## config.mk

```make
export PLATFORM = sky130hd
export DESIGN_NAME = srx_rx
export DESIGN_NICKNAME = d
export VERILOG_FILES = /design/src/rtl/srx_pkg.sv /design/src/rtl/srx_sync.sv /design/src/rtl/srx_track.sv /design/src/rtl/srx_lane.sv /design/src/rtl/srx_capture.sv /design/src/rtl/srx_rx.sv
export SDC_FILE = /design/constraint.sdc
export NUM_CORES = 1
export LEC_CHECK = 0
export CAP_MARGIN = 20
export CORE_MARGIN = 3
export CORE_UTILIZATION = 50
export CTS_BUF_LIST = sky130_fd_sc_hd__clkbuf_2
export CTS_CLUSTER_DIAMETER = 30
export CTS_CLUSTER_SIZE = 24
export DETAILED_ROUTE_END_ITERATION = 12
export PLACE_DENSITY = 0.84
export SLEW_MARGIN = 5
export SYNTH_ARGS = -nofsm -noshare
export SYNTH_HDL_FRONTEND = slang
export SYNTH_HIERARCHICAL = 1
export SYNTH_SLANG_ARGS = --single-unit
```

## constraint.sdc

```tcl
create_clock -name clk -period 5.3 [get_ports clk]
set_input_delay 1.06 -clock clk [delete_from_list [all_inputs] [get_ports clk]]
set_output_delay 1.06 -clock clk [all_outputs]
set_load 0.005 [all_outputs]
```

## src/rtl/srx_pkg.sv

```systemverilog
package srx_pkg;

   localparam int SAMPLE_W = 24;

   localparam logic [2:0] FMT_I2S    = 3'd0;
   localparam logic [2:0] FMT_LJ     = 3'd1;
   localparam logic [2:0] FMT_RJ     = 3'd2;
   localparam logic [2:0] FMT_TDM_X2 = 3'd3;
   localparam logic [2:0] FMT_TDM_X1 = 3'd4;

   // number of significant bits selected by the word-length code
   function automatic logic [5:0] wlen_bits(input logic [1:0] code);
      case (code)
         2'd0:    return 6'd16;
         2'd1:    return 6'd20;
         default: return 6'd24;
      endcase
   endfunction

   // sign-extend the low bits of a shift window to the full sample width
   function automatic logic [SAMPLE_W-1:0] sext_word(input logic [SAMPLE_W-1:0] raw,
                                                     input logic [1:0] code);
      case (code)
         2'd0:    return {{8{raw[15]}}, raw[15:0]};
         2'd1:    return {{4{raw[19]}}, raw[19:0]};
         default: return raw;
      endcase
   endfunction

endpackage

```

## src/rtl/srx_sync.sv

```systemverilog
module srx_sync #(
   parameter int WIDTH  = 1,
   parameter int STAGES = 2
) (
   input  logic             clk,
   input  logic             rst,
   input  logic [WIDTH-1:0] d,
   output logic [WIDTH-1:0] q
);
   logic [WIDTH-1:0] pipe [STAGES];

   always_ff @(posedge clk) begin
      if (rst) begin
         for (int i = 0; i < STAGES; i++) pipe[i] <= '0;
      end else begin
         pipe[0] <= d;
         for (int i = 1; i < STAGES; i++) pipe[i] <= pipe[i-1];
      end
   end

   assign q = pipe[STAGES-1];
endmodule

```

## src/rtl/srx_track.sv

```systemverilog
module srx_track #(
   parameter int POS_W = 10
) (
   input  logic             clk,
   input  logic             rst,
   input  logic             bclk_s,
   input  logic             lr_s,
   input  logic             tdm,
   output logic             rise,
   output logic             boundary,
   output logic             lr_now,
   output logic             lr_old,
   output logic             locked_prev,
   output logic             locked_now,
   output logic [POS_W-1:0] pos
);
   localparam logic [POS_W-1:0] POS_MAX = '1;

   logic             bclk_d;
   logic             lr_q;
   logic             seen_q;
   logic             locked_q;
   logic [POS_W-1:0] pos_q;
   logic [POS_W-1:0] pos_nx;

   always_comb begin
      rise     = bclk_s & ~bclk_d;
      // TDM counts from the sync rise only; stereo restarts on both edges
      boundary = rise & seen_q & (tdm ? (lr_s & ~lr_q) : (lr_s ^ lr_q));
      if (boundary)              pos_nx = '0;
      else if (pos_q == POS_MAX) pos_nx = pos_q;
      else                       pos_nx = pos_q + 1'b1;
   end

   always_ff @(posedge clk) begin
      if (rst) begin
         bclk_d   <= 1'b0;
         lr_q     <= 1'b0;
         seen_q   <= 1'b0;
         locked_q <= 1'b0;
         pos_q    <= POS_MAX;
      end else begin
         bclk_d <= bclk_s;
         if (rise) begin
            seen_q <= 1'b1;
            lr_q   <= lr_s;
            pos_q  <= pos_nx;
            if (boundary) locked_q <= 1'b1;
         end
      end
   end

   assign lr_now      = lr_s;
   assign lr_old      = lr_q;
   assign locked_prev = locked_q;
   assign locked_now  = locked_q | boundary;
   assign pos         = pos_nx;
endmodule

```

## src/rtl/srx_lane.sv

```systemverilog
module srx_lane #(
   parameter int SW = 24
) (
   input  logic          clk,
   input  logic          rst,
   input  logic          shift,
   input  logic          din,
   output logic [SW-1:0] sh_q,
   output logic [SW-1:0] sh_nx
);
   assign sh_nx = {sh_q[SW-2:0], din};

   always_ff @(posedge clk) begin
      if (rst)        sh_q <= '0;
      else if (shift) sh_q <= sh_nx;
   end
endmodule

```

## src/rtl/srx_capture.sv

```systemverilog
module srx_capture
   import srx_pkg::*;
#(
   parameter int NUM_PINS = 4,
   parameter int NUM_CH   = 16,
   parameter int SLOT_W   = 32,
   parameter int POS_W    = 10,
   parameter int PIN_LO   = 3,
   parameter int PIN_HI   = 2
) (
   input  logic                clk,
   input  logic                rst,
   input  logic                rise,
   input  logic                boundary,
   input  logic                lr_now,
   input  logic                lr_old,
   input  logic                locked_prev,
   input  logic                locked_now,
   input  logic [2:0]          fmt,
   input  logic [1:0]          wlen,
   input  logic [POS_W-1:0]    pos,
   input  logic [SAMPLE_W-1:0] lane_q  [NUM_PINS],
   input  logic [SAMPLE_W-1:0] lane_nx [NUM_PINS],
   output logic [SAMPLE_W-1:0] ch_q    [NUM_CH],
   output logic                frame_valid
);
   localparam int SLOT_LOG2 = $clog2(SLOT_W);
   localparam int SLOT_IW   = POS_W - SLOT_LOG2;
   localparam int HALF      = NUM_CH / 2;
   localparam int STEREO_CH = 2 * NUM_PINS;

   logic                 is_i2s, is_lj, is_rj, is_dual, is_single;
   logic [POS_W-1:0]     wbits;
   logic [SLOT_IW-1:0]   slot;
   logic [SLOT_LOG2-1:0] sbit;
   logic                 st_hit, st_left, tdm_hit, tdm_last, valid_nx;

   always_comb begin
      is_i2s    = (fmt == FMT_I2S);
      is_lj     = (fmt == FMT_LJ);
      is_rj     = (fmt == FMT_RJ);
      is_dual   = (fmt == FMT_TDM_X2);
      is_single = (fmt == FMT_TDM_X1);
      wbits     = POS_W'(wlen_bits(wlen));
      slot      = pos[POS_W-1:SLOT_LOG2];
      sbit      = pos[SLOT_LOG2-1:0];

      // stereo: LJ at the LSB, I2S one bit later, RJ at the next transition
      st_hit = (is_lj  & rise & locked_now & (pos == wbits - 1'b1))
             | (is_i2s & rise & locked_now & (pos == wbits))
             | (is_rj  & boundary & locked_prev);
      if (is_i2s)     st_left = ~lr_now;
      else if (is_lj) st_left = lr_now;
      else            st_left = lr_old;

      tdm_hit = rise & locked_now
              & (sbit == SLOT_LOG2'(wbits - 1'b1))
              & ((is_dual & (slot < SLOT_IW'(HALF))) | (is_single & (slot < SLOT_IW'(NUM_CH))));
      tdm_last = is_dual ? (slot == SLOT_IW'(HALF - 1)) : (slot == SLOT_IW'(NUM_CH - 1));

      valid_nx = (st_hit & ~st_left) | (tdm_hit & tdm_last);
   end

   for (genvar c = 0; c < NUM_CH; c++) begin : g_ch
      logic                st_we, tdm_we;
      logic [SAMPLE_W-1:0] st_src, tdm_src, word_q;

      if (c < STEREO_CH) begin : g_st
         localparam int  P    = c / 2;
         localparam bit  LEFT = (c % 2 == 0);
         assign st_we  = st_hit & (st_left == LEFT);
         assign st_src = is_rj ? lane_q[P] : lane_nx[P];
      end else begin : g_nost
         assign st_we  = 1'b0;
         assign st_src = '0;
      end

      if (c < HALF) begin : g_lo
         assign tdm_we  = tdm_hit & (slot == SLOT_IW'(c));
         assign tdm_src = is_dual ? lane_nx[PIN_LO] : lane_nx[PIN_HI];
      end else begin : g_hi
         assign tdm_we  = tdm_hit & ((is_dual & (slot == SLOT_IW'(c - HALF)))
                                   | (is_single & (slot == SLOT_IW'(c))));
         assign tdm_src = lane_nx[PIN_HI];
      end

      always_ff @(posedge clk) begin
         if (rst)         word_q <= '0;
         else if (st_we)  word_q <= sext_word(st_src, wlen);
         else if (tdm_we) word_q <= sext_word(tdm_src, wlen);
      end

      assign ch_q[c] = word_q;
   end

   always_ff @(posedge clk) begin
      if (rst) frame_valid <= 1'b0;
      else     frame_valid <= valid_nx;
   end
endmodule

```

## src/rtl/srx_rx.sv

```systemverilog
module srx_rx
   import srx_pkg::*;
#(
   parameter int NUM_PINS    = 4,
   parameter int NUM_CH      = 16,
   parameter int SLOT_W      = 32,
   parameter int SYNC_STAGES = 2,
   parameter int PIN_LO      = 3,
   parameter int PIN_HI      = 2
) (
   input  logic                       clk,
   input  logic                       rst,
   input  logic                       bclk,
   input  logic                       lrclk,
   input  logic [NUM_PINS-1:0]        sdin,
   input  logic [2:0]                 fmt,
   input  logic [1:0]                 wlen,
   output logic [NUM_CH*SAMPLE_W-1:0] ch_data,
   output logic                       frame_valid
);
   localparam int POS_W = $clog2(NUM_CH * SLOT_W) + 1;
   localparam int BUS_W = NUM_PINS + 2;

   if (NUM_CH % 2 != 0 || NUM_CH < 2 * NUM_PINS) begin : g_bad_ch
      $error("srx_rx: NUM_CH must be even and cover two channels per pin");
   end
   if (PIN_LO >= NUM_PINS || PIN_HI >= NUM_PINS || PIN_LO == PIN_HI) begin : g_bad_pin
      $error("srx_rx: TDM pin selection out of range");
   end
   if (SLOT_W < SAMPLE_W || (1 << $clog2(SLOT_W)) != SLOT_W) begin : g_bad_slot
      $error("srx_rx: SLOT_W must be a power of two no smaller than the sample");
   end
   if (SYNC_STAGES < 2) begin : g_bad_sync
      $error("srx_rx: at least two synchronizer stages required");
   end

   logic [BUS_W-1:0]    raw_bus, sync_bus;
   logic                bclk_s, lr_s;
   logic [NUM_PINS-1:0] sd_s;
   logic                is_tdm;
   logic                rise, boundary, lr_now, lr_old, locked_prev, locked_now;
   logic [POS_W-1:0]    pos;
   logic [SAMPLE_W-1:0] lane_q  [NUM_PINS];
   logic [SAMPLE_W-1:0] lane_nx [NUM_PINS];
   logic [SAMPLE_W-1:0] ch_q    [NUM_CH];

   assign raw_bus = {sdin, lrclk, bclk};

   srx_sync #(.WIDTH(BUS_W), .STAGES(SYNC_STAGES)) u_sync (
      .clk (clk),
      .rst (rst),
      .d   (raw_bus),
      .q   (sync_bus)
   );

   assign bclk_s = sync_bus[0];
   assign lr_s   = sync_bus[1];
   assign sd_s   = sync_bus[BUS_W-1:2];
   assign is_tdm = (fmt == FMT_TDM_X2) || (fmt == FMT_TDM_X1);

   srx_track #(.POS_W(POS_W)) u_track (
      .clk         (clk),
      .rst         (rst),
      .bclk_s      (bclk_s),
      .lr_s        (lr_s),
      .tdm         (is_tdm),
      .rise        (rise),
      .boundary    (boundary),
      .lr_now      (lr_now),
      .lr_old      (lr_old),
      .locked_prev (locked_prev),
      .locked_now  (locked_now),
      .pos         (pos)
   );

   for (genvar p = 0; p < NUM_PINS; p++) begin : g_lane
      srx_lane #(.SW(SAMPLE_W)) u_lane (
         .clk   (clk),
         .rst   (rst),
         .shift (rise),
         .din   (sd_s[p]),
         .sh_q  (lane_q[p]),
         .sh_nx (lane_nx[p])
      );
   end

   srx_capture #(
      .NUM_PINS (NUM_PINS),
      .NUM_CH   (NUM_CH),
      .SLOT_W   (SLOT_W),
      .POS_W    (POS_W),
      .PIN_LO   (PIN_LO),
      .PIN_HI   (PIN_HI)
   ) u_capture (
      .clk         (clk),
      .rst         (rst),
      .rise        (rise),
      .boundary    (boundary),
      .lr_now      (lr_now),
      .lr_old      (lr_old),
      .locked_prev (locked_prev),
      .locked_now  (locked_now),
      .fmt         (fmt),
      .wlen        (wlen),
      .pos         (pos),
      .lane_q      (lane_q),
      .lane_nx     (lane_nx),
      .ch_q        (ch_q),
      .frame_valid (frame_valid)
   );

   for (genvar c = 0; c < NUM_CH; c++) begin : g_out
      assign ch_data[c*SAMPLE_W +: SAMPLE_W] = ch_q[c];
   end
endmodule

```

==> impl_results.md <==
- Sequential share of the synthesized area: 42.1%
- Placed cell areas: 27500 um^2
- Most frequent cells after synthesis: dfxtp_1, nand2_1, mux2i_1
- Core area: 47100 um^2
- Multi-input gate area: 12100 um^2
- DRT iter0 DRCs: 2090
- Wire length of the first global-routing pass: 112 mm
- Antenna violations before repair: 1
- CP required: 6.33 ns
- RR Startpoint: u_track/lr_old
- Tmin final: 4.01 ns
- Synth Flop Type: dfxtp_1
- Status: finished clean
- # rows: 79
- Initial Utilization: 51.2%
- Reg clk slew, reported paths: 0.15 ns
- Final worst slack: 1.29 ns
- Fin nets: 2804
- Dpl cells: 3287
- Number of routed nets with antenna violations: 0
- Leakage: 0.0102 uW
- Worst EP arrival: 5.04 ns
- Setup violators final: 0
- CTS Hold Bufs: 0
- Fill cell count: 3708
- # clock sinks: 507
- Chip Width: 226 um
- DP Worst Slack: 0.338 ns
- Ports: 398
- YS warnings: 6
- Hold-critical path depth: 2
- Maximum VDD drop: 0.251 mV
- Crit-path max FO: 110
- Slew Limit Headroom: 22.0%
- Crit. End Element: flip-flop
- Num CTS Buffers: 107
- Final setup TNS: 0 ns
- RSZ-0062 raised after global routing: no
- Power per Cell Area: 263 nW/um^2
- Synth top area cells: dfxtp_1, mux2i_1, nand2_1
- H-tree Lvls: 3
- Peak Freq: 249 MHz
- # DRC: 0
- Total track usage: 28.0%
- Area of the mapped netlist: 24100 um^2
- Sequential cell area: 10100 um^2
- Post-synth EDFFs: 0
- Routed WL per cell: 21.5 um
- Worst-Skew Late Latency: 1.14 ns
- Synthesized flop and latch total: 507
- Post-route insts no fill: 3488
- FF-to-FF setup slack: 1.34 ns
- Worst r2r dst: u_capture/g_ch[3].word_q[0]
- GP Congestion: 0.882
- Unique masters post-synth: 82
- Yosys top cell area share: 42.1%
- Syn avg cell area: 9.51 um^2
- Max cap viols: 0
- I/O Buffers: 397
- R2r worst-path depth: 13
- Post-CTS Resized: 0
- Top-count cell post-synth: dfxtp_1
- Startpoint types: input port
- Syn Inst Count: 2537
- Asr flop ratio synth: 0%
- Number of hold violations in the final report: 0
- TritonCTS clock tree: yes
- Fin area: 29100 um^2
- Layout cells sized above 1: 18.5%
- Crit Path Class: in2reg
- Layout area overhead: 20.5%
- Post-synth net total: 2552
- Global route total overflow: 0
- Routed WL: 74.8 mm
- CTS Buffer Depth: 3
- Via count: 20000
- Router iterations before antenna repair: 6
- Number of global-route vias before repair: 19500
- Vias/cell: 5.74
- End of the worst hold path: g_lane[2].u_lane/sh_q[23]
- Worst Tran Pin Value: 1.17 ns
- Die Ht: 226 um
- Synth area leader: dfxtp_1
- Fin Hold WS: 0.301 ns
- Max-slew violations: 0
- Hpwl dp: 49.3 mm
- Hold_sp: rst
- Largest net degree at the start of global routing: 194
- Skew final: 0.0780 ns
- Setup Buffers After CTS: 0
- Fin crit share: 75.8%
- Hold Crit Class: in2reg
- Die ar.: 50900 um^2
- CTS root buffer: clkbuf_2
-- routing by layer --
| layer | wire [um] | track usage [%] | up-vias |
|---|---|---|---|
| met5 | 0 | 0 | - |
| met4 | 2620 | 11.7 | 0 |
| met3 | 7540 | 8.33 | 163 |
| met2 | 34200 | 45.0 | 1001 |
| met1 | 30500 | 35.3 | 9699 |
| li1 | - | - | 9163 |
-- per-stage QoR --
| stage | util [%] | power (uW) |
|---|---|---|
| 2_1_floorplan | - | 4220 |
| 5_1_grt | 61.6 | 7910 |
| 3_5_place_dp | 58.4 | 4300 |
| 4_1_cts | 61.6 | 7700 |
| 3_3_place_gp | 58.4 | 4290 |
| 6_report | 61.6 | 7640 |
-- registers in the layout, summed over array words and instances (netlist names) --
| register | flops |
|---|---|
| u_track/locked_prev | 1 |
| u_track/seen_q | 1 |
| u_capture/frame_valid | 1 |
| u_capture/g_ch.word_q | 384 |
| u_track/pos_q | 10 |
| u_sync/pipe | 12 |
| g_lane.u_lane/sh_q | 96 |
| u_track/lr_old | 1 |
| u_track/bclk_d | 1 |
-- cell usage in the layout (no fill, tap or decap), drive strengths merged, types with 32 or more instances in the layout --
master	instances
mux2i	335
dfxtp	507
clkbuf	123
a21oi	155
mux2	158
nand3b	66
a31oi	32
clkdlybuf4s50	396
buf	51
nor2	287
nand2	392
clkinv	40
o21ai	77
-- worst max-delay path, stage by stage --
cell and delay (ns):
clkdlybuf4s50_1 0.48, buf_4 0.20, o22ai_2 0.08, and2_1 0.14, o211ai_1 0.23, inv_1 0.18
o31ai_1 0.62, xnor2_1 0.19, nand4_1 0.14, o31ai_1 0.60, o21ai_4 0.10, buf_12 0.25
mux2_1 0.47, nor2_1 0.12
-- power by group --
group / internal (uW) / leakage [uW] / switching, uW / total [uW]
combinational: 128 / 0.00515 / 262 / 390
clock: 1710 / 0.000950 / 1710 / 3420
sequential: 3820 / 0.00408 / 11.0 / 3830
-- cells by family after synthesis --
logic type	count (synthesis)	synth area share [%]
AO/OA/AOI/OAI	351	8.73
buffers and inverters	309	8.02
XOR/XNOR	7	0.254
AND/OR/NAND/NOR	861	17.4
multiplexers	500	23.4
flip-flops	507	42.1
adder cells (fa/ha/maj)	2	0.104
-- final cells by class --
class                           instances  area share (%)
Sequential cell                       507            34.9
Clock buffer                          123            2.12
Inverter                                5          0.0818
Timing Repair Buffer                  447            15.5
Multi-Input combinational cell       1721            41.6
Antenna cell                            1         0.00861
Tap cell                              607            2.61
Clock inverter                         77            3.20
-- worst max-delay path by stage --
| stage | startpoint | to | slack (ns) | cells past startpoint |
|---|---|---|---|---|
| 2_1_floorplan | fmt[1] | u_capture/g_ch[6].word_q[4] | 1.16 | 16 |
| 3_3_place_gp | fmt[0] | u_capture/g_ch[12].word_q[20] | 0.39 | 14 |
| 3_5_place_dp | fmt[0] | u_capture/g_ch[12].word_q[21] | 0.34 | 14 |
| 4_1_cts | u_track/lr_old | u_capture/g_ch[3].word_q[0] | 1.40 | 15 |
| 5_1_grt | u_track/lr_old | u_capture/g_ch[10].word_q[14] | 1.10 | 12 |
| 6_report | fmt[0] | u_capture/g_ch[3].word_q[0] | 1.29 | 14 |
Power figures use the tool's default switching activity.
